==> src/rtl/pp_dma_pkg.sv <==
package pp_dma_pkg;
    typedef enum logic [2:0] {
        ST_IDLE,
        ST_ARMED,
        ST_FETCH,
        ST_WAIT,
        ST_HALT
    } dma_state_e;

    localparam logic [1:0] RA_NEXT  = 2'd0;
    localparam logic [1:0] RA_SIZE  = 2'd1;
    localparam logic [1:0] RA_FLAGS = 2'd2;

    localparam int FLAG_HANDOFF = 0;
    localparam int FLAG_ERR     = 1;
endpackage

==> src/rtl/pp_dma_smp_fifo.sv <==
module pp_dma_smp_fifo #(
    parameter int DATA_W = 16,
    parameter int DEPTH  = 2,
    parameter int LVL_W  = $clog2(DEPTH + 1)
) (
    input  logic              clk,
    input  logic              rst,
    input  logic              flush,
    input  logic              push,
    input  logic [DATA_W-1:0] wdata,
    input  logic              pop,
    output logic [DATA_W-1:0] rdata,
    output logic [LVL_W-1:0]  level
);
    localparam int PTR_W = (DEPTH > 1) ? $clog2(DEPTH) : 1;
    localparam logic [PTR_W-1:0] LAST_SLOT = PTR_W'(DEPTH - 1);

    logic [DATA_W-1:0] slot_q [DEPTH];
    logic [PTR_W-1:0]  wr_ptr_q, rd_ptr_q;
    logic [LVL_W-1:0]  level_q;

    function automatic logic [PTR_W-1:0] bump(input logic [PTR_W-1:0] p);
        return (p == LAST_SLOT) ? '0 : p + PTR_W'(1);
    endfunction

    always_ff @(posedge clk) begin
        if (rst || flush) begin
            wr_ptr_q <= '0;
            rd_ptr_q <= '0;
            level_q  <= '0;
        end else begin
            if (push) wr_ptr_q <= bump(wr_ptr_q);
            if (pop)  rd_ptr_q <= bump(rd_ptr_q);
            unique case ({push, pop})
                2'b10:   level_q <= level_q + LVL_W'(1);
                2'b01:   level_q <= level_q - LVL_W'(1);
                default: level_q <= level_q;
            endcase
        end
    end

    always_ff @(posedge clk) begin
        if (push && !flush) slot_q[wr_ptr_q] <= wdata;
    end

    assign rdata = slot_q[rd_ptr_q];
    assign level = level_q;
endmodule

==> src/rtl/pp_dma_regfile.sv <==
module pp_dma_regfile
    import pp_dma_pkg::*;
#(
    parameter int ADDR_W = 32,
    parameter int SIZE_W = 16
) (
    input  logic              clk,
    input  logic              rst,
    input  logic              wr_en,
    input  logic [1:0]        wr_sel,
    input  logic [ADDR_W-1:0] wr_data,
    input  logic [1:0]        rd_sel,
    input  dma_state_e        state,
    input  logic              ho_pulse,
    input  logic              err_pulse,
    output logic [ADDR_W-1:0] rd_data,
    output logic [ADDR_W-1:0] pend_q,
    output logic [SIZE_W-1:0] size_q,
    output logic [1:0]        flags_q
);
    logic       wr_next, wr_size, wr_flags;
    logic       pend_open, size_open;
    logic [1:0] clr_bits, set_bits;

    assign wr_next   = wr_en && (wr_sel == RA_NEXT);
    assign wr_size   = wr_en && (wr_sel == RA_SIZE);
    assign wr_flags  = wr_en && (wr_sel == RA_FLAGS);
    assign pend_open = (state != ST_IDLE) && (state != ST_HALT);
    assign size_open = (state == ST_IDLE) || (state == ST_ARMED);
    assign clr_bits  = wr_flags ? wr_data[1:0] : 2'b00;
    assign set_bits  = {err_pulse, ho_pulse};

    always_ff @(posedge clk) begin
        if (rst) begin
            pend_q  <= '0;
            size_q  <= '0;
            flags_q <= '0;
        end else begin
            if (err_pulse)
                pend_q <= '0;
            else if (wr_next && pend_open)
                pend_q <= wr_data;
            else if (ho_pulse)
                pend_q <= '0;

            if (wr_size && size_open)
                size_q <= wr_data[SIZE_W-1:0];

            flags_q <= (flags_q & ~clr_bits) | set_bits;
        end
    end

    always_comb begin
        unique case (rd_sel)
            RA_NEXT:  rd_data = pend_q;
            RA_SIZE:  rd_data = {{(ADDR_W-SIZE_W){1'b0}}, size_q};
            RA_FLAGS: rd_data = {{(ADDR_W-2){1'b0}}, flags_q};
            default:  rd_data = '0;
        endcase
    end
endmodule

==> src/rtl/pp_dma_fetch_fsm.sv <==
module pp_dma_fetch_fsm
    import pp_dma_pkg::*;
#(
    parameter int ADDR_W       = 32,
    parameter int SIZE_W       = 16,
    parameter int DEPTH        = 2,
    parameter int SAMPLE_BYTES = 2,
    parameter int LVL_W        = $clog2(DEPTH + 1)
) (
    input  logic              clk,
    input  logic              rst,
    input  logic              wr_en,
    input  logic [1:0]        wr_sel,
    input  logic [ADDR_W-1:0] wr_data,
    input  logic [ADDR_W-1:0] pend_q,
    input  logic [SIZE_W-1:0] size_q,
    input  logic              err_flag,
    input  logic [LVL_W-1:0]  fifo_level,
    input  logic              mem_ack,
    output dma_state_e        state,
    output logic              mem_req,
    output logic [ADDR_W-1:0] mem_addr,
    output logic              out_en,
    output logic              push,
    output logic              ho_pulse,
    output logic              err_pulse
);
    localparam logic [ADDR_W-1:0] ADDR_STEP = ADDR_W'(SAMPLE_BYTES);
    localparam logic [LVL_W-1:0]  FULL_LVL  = LVL_W'(DEPTH);

    dma_state_e        st_q, st_d;
    logic [ADDR_W-1:0] act_q;
    logic [SIZE_W-1:0] cnt_q;
    logic              wr_next, wr_size, beat, last;

    assign wr_next   = wr_en && (wr_sel == RA_NEXT);
    assign wr_size   = wr_en && (wr_sel == RA_SIZE);
    assign beat      = (st_q == ST_FETCH) && mem_ack;
    assign last      = (cnt_q == size_q - SIZE_W'(1));
    assign ho_pulse  = beat && last && (pend_q != '0);
    assign err_pulse = beat && last && (pend_q == '0);
    assign push      = beat && !err_pulse;

    always_comb begin
        st_d = st_q;
        unique case (st_q)
            ST_IDLE:  if (wr_next && (wr_data != '0))            st_d = ST_ARMED;
            ST_ARMED: if (wr_size && (wr_data[SIZE_W-1:0] != '0)) st_d = ST_FETCH;
            ST_FETCH: if (mem_ack)                                st_d = err_pulse ? ST_HALT : ST_WAIT;
            ST_WAIT:  if (fifo_level < FULL_LVL)                  st_d = ST_FETCH;
            ST_HALT:  if (!err_flag)                              st_d = ST_IDLE;
            default:                                              st_d = ST_IDLE;
        endcase
    end

    always_ff @(posedge clk) begin
        if (rst) st_q <= ST_IDLE;
        else     st_q <= st_d;
    end

    always_ff @(posedge clk) begin
        if (rst) begin
            act_q <= '0;
            cnt_q <= '0;
        end else if (st_q == ST_IDLE && st_d == ST_ARMED) begin
            act_q <= wr_data;
            cnt_q <= '0;
        end else if (st_q == ST_ARMED && st_d == ST_FETCH) begin
            cnt_q <= '0;
        end else if (beat) begin
            if (last) begin
                act_q <= pend_q;
                cnt_q <= '0;
            end else begin
                act_q <= act_q + ADDR_STEP;
                cnt_q <= cnt_q + SIZE_W'(1);
            end
        end
    end

    always_comb begin
        mem_req  = 1'b0;
        out_en   = 1'b0;
        mem_addr = act_q;
        unique case (st_q)
            ST_FETCH: begin
                mem_req = 1'b1;
                out_en  = 1'b1;
            end
            ST_WAIT:  out_en = 1'b1;
            default:  ;
        endcase
    end

    assign state = st_q;
endmodule

==> src/rtl/pp_dma_ptr_ctrl.sv <==
module pp_dma_ptr_ctrl
    import pp_dma_pkg::*;
#(
    parameter int ADDR_W       = 32,
    parameter int SIZE_W       = 16,
    parameter int DATA_W       = 16,
    parameter int DEPTH        = 2,
    parameter int SAMPLE_BYTES = 2
) (
    input  logic              clk,
    input  logic              rst,
    input  logic              reg_wr_en,
    input  logic [1:0]        reg_wr_addr,
    input  logic [ADDR_W-1:0] reg_wr_data,
    input  logic [1:0]        reg_rd_addr,
    output logic [ADDR_W-1:0] reg_rd_data,
    output logic              mem_req,
    output logic [ADDR_W-1:0] mem_addr,
    input  logic              mem_ack,
    input  logic [DATA_W-1:0] mem_rdata,
    input  logic              smp_take,
    output logic              smp_valid,
    output logic [DATA_W-1:0] smp_data,
    output logic              out_en,
    output logic              irq_handoff,
    output logic              irq_err
);
    localparam int LVL_W = $clog2(DEPTH + 1);

    dma_state_e        st;
    logic [ADDR_W-1:0] pend_q;
    logic [SIZE_W-1:0] size_q;
    logic [1:0]        flags_q;
    logic [LVL_W-1:0]  fifo_level;
    logic              push, pop, flush, ho_pulse, err_pulse;

    pp_dma_regfile #(.ADDR_W(ADDR_W), .SIZE_W(SIZE_W)) u_regs (
        .clk       (clk),
        .rst       (rst),
        .wr_en     (reg_wr_en),
        .wr_sel    (reg_wr_addr),
        .wr_data   (reg_wr_data),
        .rd_sel    (reg_rd_addr),
        .state     (st),
        .ho_pulse  (ho_pulse),
        .err_pulse (err_pulse),
        .rd_data   (reg_rd_data),
        .pend_q    (pend_q),
        .size_q    (size_q),
        .flags_q   (flags_q)
    );

    pp_dma_fetch_fsm #(
        .ADDR_W(ADDR_W), .SIZE_W(SIZE_W), .DEPTH(DEPTH),
        .SAMPLE_BYTES(SAMPLE_BYTES), .LVL_W(LVL_W)
    ) u_fsm (
        .clk        (clk),
        .rst        (rst),
        .wr_en      (reg_wr_en),
        .wr_sel     (reg_wr_addr),
        .wr_data    (reg_wr_data),
        .pend_q     (pend_q),
        .size_q     (size_q),
        .err_flag   (flags_q[FLAG_ERR]),
        .fifo_level (fifo_level),
        .mem_ack    (mem_ack),
        .state      (st),
        .mem_req    (mem_req),
        .mem_addr   (mem_addr),
        .out_en     (out_en),
        .push       (push),
        .ho_pulse   (ho_pulse),
        .err_pulse  (err_pulse)
    );

    assign smp_valid = out_en && (fifo_level != '0);
    assign pop       = smp_take && smp_valid;
    assign flush     = err_pulse || (st == ST_HALT);

    pp_dma_smp_fifo #(.DATA_W(DATA_W), .DEPTH(DEPTH), .LVL_W(LVL_W)) u_fifo (
        .clk   (clk),
        .rst   (rst),
        .flush (flush),
        .push  (push),
        .wdata (mem_rdata),
        .pop   (pop),
        .rdata (smp_data),
        .level (fifo_level)
    );

    assign irq_handoff = flags_q[FLAG_HANDOFF];
    assign irq_err     = flags_q[FLAG_ERR];
endmodule

==> config.mk <==
export PLATFORM = sky130hd
export DESIGN_NAME = pp_dma_ptr_ctrl
export DESIGN_NICKNAME = d
export VERILOG_FILES = /design/src/rtl/pp_dma_pkg.sv /design/src/rtl/pp_dma_smp_fifo.sv /design/src/rtl/pp_dma_regfile.sv /design/src/rtl/pp_dma_fetch_fsm.sv /design/src/rtl/pp_dma_ptr_ctrl.sv
export SDC_FILE = /design/constraint.sdc
export NUM_CORES = 1
export LEC_CHECK = 0
export ABC_AREA = 1
export ABC_CLOCK_PERIOD_IN_PS = 4450
export BUFFER_PORTS_ARGS = -buffer_cell sky130_fd_sc_hd__clkbuf_2
export CAP_MARGIN = 20
export CORE_AREA = 2 2 136 138
export DETAILED_ROUTE_END_ITERATION = 12
export DIE_AREA = 0 0 138 140
export PLACE_DENSITY = 0.76
export SLEW_MARGIN = 20
export SYNTH_ARGS = -nofsm -noshare
export SYNTH_HDL_FRONTEND = slang
export SYNTH_HIERARCHICAL = 1
export SYNTH_SLANG_ARGS = --single-unit
==> constraint.sdc <==
create_clock -name clk -period 4.45 [get_ports clk]
set_clock_uncertainty 0.05 [all_clocks]
set_input_delay 0.2225 -clock clk [delete_from_list [all_inputs] [get_ports clk]]
set_output_delay 0.2225 -clock clk [all_outputs]
set_load 0.1 [all_outputs]
==> results.sh <==
export IMPL_dp_cells=1569
export IMPL_syn_inst=1242
export IMPL_cts_root_buf="clkbuf_16"
export IMPL_cts_buffers=17
export IMPL_critPathMaxFanout=33
export IMPL_fin_cells=1617
export IMPL_r2r_start="u_regs/size_q[0]"
export IMPL_die_w_um=138
export IMPL_final_layout_size_suffix_gt1_share_pct=17.7
export IMPL_hold_path_class="input port to register"
export IMPL_start_util_pct=48.3
export IMPL_synth_area_um2=8580
export IMPL_io_buffers=141
export IMPL_cellLeakagePower_nw=4.71
export IMPL_viasPerCell=5.51
export IMPL_synth_nets=1303
export IMPL_coreArea_um2=17800
export IMPL_status="completed"
export IMPL_place_congestion=0.950
export IMPL_holdCritStartpoint="reg_wr_data[21]"
export IMPL_wl_per_cell_um=16.0
export IMPL_num_vias=8915
export IMPL_p_int_mw=2.22
export IMPL_path_clk_slew_ns=0.07
export IMPL_drt_pass1_iter_count=6
export IMPL_avgSynthCellArea_um2=6.91
export IMPL_arrival_ns=3.77
export IMPL_cap_violations=0
export IMPL_tns_ns=0
export IMPL_hold_violations=0
export IMPL_rsz0062_at_grt="no"
export IMPL_clock_power_share_pct=41.5
export IMPL_fmax_mhz=284
export IMPL_pwr_share_seq_pct=40.2
export IMPL_first_global_vias=8009
export IMPL_cts_hold_buf=16
export IMPL_ctsResizeCount=0
export IMPL_ff2ff_setup_slack_ns=0.93
export IMPL_rows=49
export IMPL_die_area_um2=19300
export IMPL_crit_path_end_kind="register"
export IMPL_clk_insertion_delay_late_ns=0.43
export IMPL_hold_end="u_regs/pend_q[21]"
export IMPL_io_pins=142
export IMPL_switchingPower_mw=1.15
export IMPL_insertedDiodeCount=0
export IMPL_p_sw_share_pct=34.2
export IMPL_synth_warnings=6
export IMPL_rr_worst_depth=15
export IMPL_critical_path_class="register to register"
export IMPL_cts_max_level=4
export IMPL_cpPeakStageDelay_ns=0.80
export IMPL_clkSinkCount=138
export IMPL_seq_area_frac_synth_pct=35.9
export IMPL_power_frac_comb_pct=18.2
export IMPL_power_density_nw_per_um2=335
export IMPL_clock_path_buffers=2
export IMPL_drt_iter0_markers=981
export IMPL_grt_ovfl_total=0
export IMPL_period_minus_slack_ns=3.52
export IMPL_cp_data_required_time_ns=4.70
export IMPL_syn_to_final_growth_pct=17.7
export IMPL_postRouteAntennaNets=0
export IMPL_wirelength_um=25900
export IMPL_cts_setup_buffers=0
export IMPL_cts_tree="done"
export IMPL_setup_worst_path_start_class="register"
export IMPL_drc=0
export IMPL_fin_crit_sh_pct=79.2
export IMPL_setup_viol=0
export IMPL_drv_slew=0
export IMPL_utilization_pct=56.8
export IMPL_dp_slack_ns=1.43
export IMPL_slew_headroom_pct=30.6
export IMPL_crit_slowest_cell="clkinv_1"
export IMPL_grt_usage_pct=26.2
export IMPL_worstHoldPathCells=3
export IMPL_grt_antenna_before_repair=0
export IMPL_critPathBufInv=3
export IMPL_nets=1436
export IMPL_die_h_um=140
export IMPL_synth_area_top_cells="dfxtp_1 (25%), nand2_1 (12%), edfxtp_1 (11%)"
export IMPL_cpMostUsedCell="nand2_1"
export IMPL_whs_ns=0.0400
export IMPL_worstPathCellList="inv_2 -> ha_1 -> nand3_2 -> nor2_4 -> nand3_1 -> nand2_1 -> nand2_1 -> inv_1 -> nand2_1 -> nor2_1 -> nand4_1 -> nor2_1 -> clkinv_1 -> nand3_1 -> a21oi_1"
export IMPL_num_fill_cells=1722
export IMPL_r2r_end="u_regs/pend_q[4]"
export IMPL_ir_worst_vdd_mv=0.257
export IMPL_ys_ff_latch=138
export IMPL_worst_pin_slew_ns=1.04
export IMPL_synth_top_area_cell="dfxtp_1"
export IMPL_crit_family="simple AND/OR/NAND/NOR gates"
export IMPL_dpl_hpwl_um=18900
export IMPL_grt_pass1_wl_um=41200
export IMPL_worst_slack_ns=0.926
export IMPL_grt_max_degree=63
export IMPL_synth_cell_types=44
export IMPL_synth_top_area_share_pct=24.7
==> layout make-up <==
class                           instances  area, um2  share of cell area, %
Clock buffer                           17        425                   4.21
Timing Repair Buffer                  165        926                   9.17
Inverter                              170        643                   6.37
Multi-Input combinational cell        883       4560                   45.2
Tap cell                              229        287                   2.84
Clock inverter                         15        171                   1.70
Sequential cell                       138       3080                   30.5
==> state kept, by name, summed over array words and instances (netlist names), named ones only <==
| signal | count |
|---|---|
| u_regs/flags_q | 2 |
| u_fsm/cnt_q | 16 |
| u_regs/size_q | 16 |
| u_fifo/wr_ptr_q | 1 |
| u_regs/pend_q | 32 |
| u_fifo/rd_ptr_q | 1 |
| u_fsm/state | 3 |
| u_fifo/level | 2 |
| u_fifo/slot_q | 32 |
| u_fsm/mem_addr | 32 |
==> layer usage <==
layer / vias to the layer above / global-route usage, % / wire length (um)
met5: - / 0 / 0
met4: 0 / 9.24 / 632
met3: 66 / 4.31 / 1910
met2: 434 / 43.8 / 12600
met1: 4085 / 34.4 / 10800
li1: 4330 / - / -
==> Yosys cell counts, drive strengths merged <==
cell and n:
nand3b 2, xor2 30, and3b 1, clkbuf 16, xnor2 21, a22o 14
mux2 16, nor3 20, dfxtp 106, inv 170, or2 3, buf 35
edfxtp 32, nand3 154, a21boi 1, nand2 290, ha 4, nor4 16
nand4 53, nor2 152, o21ai 59, a31oi 1, a21oi 46
==> through the flow <==
| step | total power [mW] | instance area [um2] |
|---|---|---|
| 4_1_cts | 3.38 | 10100 |
| 3_5_place_dp | 1.98 | 9340 |
| 3_3_place_gp | 1.98 | 9340 |
| 6_report | 3.38 | 10100 |
| 5_1_grt | 3.51 | 10100 |
| 2_1_floorplan | 1.84 | 8580 |
==> power by group through the flow <==
stage	sequential [mW]	combinational [mW]	clock [mW]
detailed placement	1.39	0.595	0
floorplan	1.50	0.336	0
global route	1.36	0.668	1.47
finish	1.36	0.615	1.40
global placement	1.39	0.594	0
CTS	1.36	0.608	1.42
==> worst register-to-register path: stages, from the launching register on <==
cell      delay [ns]
dfxtp_1         0.36
inv_2           0.14
ha_1            0.22
nand3_2         0.18
nor2_4          0.24
nand3_1         0.09
nand2_1         0.11
nand2_1         0.06
inv_1           0.05
nand2_1         0.04
nor2_1          0.13
nand4_1         0.25
nor2_1          0.18
clkinv_1        0.80
nand3_1         0.38
a21oi_1         0.11
==> layout by cell type, fill, tap and decap left out, types with 2 or more instances in the layout <==
cell type / count
nand2_2: 5
dlygate4sd3_1: 16
nor2_2: 6
clkbuf_16: 17
buf_4: 8
xnor2_1: 21
mux2_2: 6
nand2_1: 283
or2_2: 3
nor4_1: 14
nand4_1: 52
clkbuf_2: 141
a21oi_1: 46
nor2_4: 5
inv_1: 155
dfxtp_1: 106
o21ai_0: 47
inv_8: 5
ha_1: 4
o21ai_1: 11
clkinvlp_4: 2
nand3b_1: 2
inv_6: 5
nand3_2: 2
inv_2: 13
mux2_4: 10
nand3_1: 151
edfxtp_1: 32
clkinv_8: 4
nor2_1: 140
nor3_2: 4
xor2_1: 30
a22o_1: 14
nand2_4: 2
nor3_1: 15
==> worst max path at each step <==
stage | startpoint | endpoint | slack [ns] | depth (start not counted)
finish | u_regs/size_q[0] | u_regs/pend_q[4] | 0.93 | 15
global route | u_regs/size_q[0] | u_regs/pend_q[30] | 0.61 | 15
CTS | u_regs/size_q[0] | u_fifo/level[1] | 1.40 | 20
detailed placement | u_regs/size_q[0] | u_fifo/level[1] | 1.43 | 19
global placement | u_regs/size_q[0] | u_fifo/level[1] | 1.50 | 19
floorplan | u_fsm/state[1] | smp_valid | 0.11 | 6
==> cells by family (layout without fill, tap and decap cells) <==
logic type               after synthesis  count (layout)  synth area share, %
AND/OR/NAND/NOR                      691             691                 37.0
buffers and inverters                221             367                 11.1
flip-flops                           138             138                 35.9
AO/OA/AOI/OAI                        121             121                 7.71
XOR/XNOR                              51              51                 5.20
multiplexers                          16              16                 2.54
adder cells (fa/ha/maj)                4               4                0.583
Note: power is estimated with default switching activity, not from simulation.
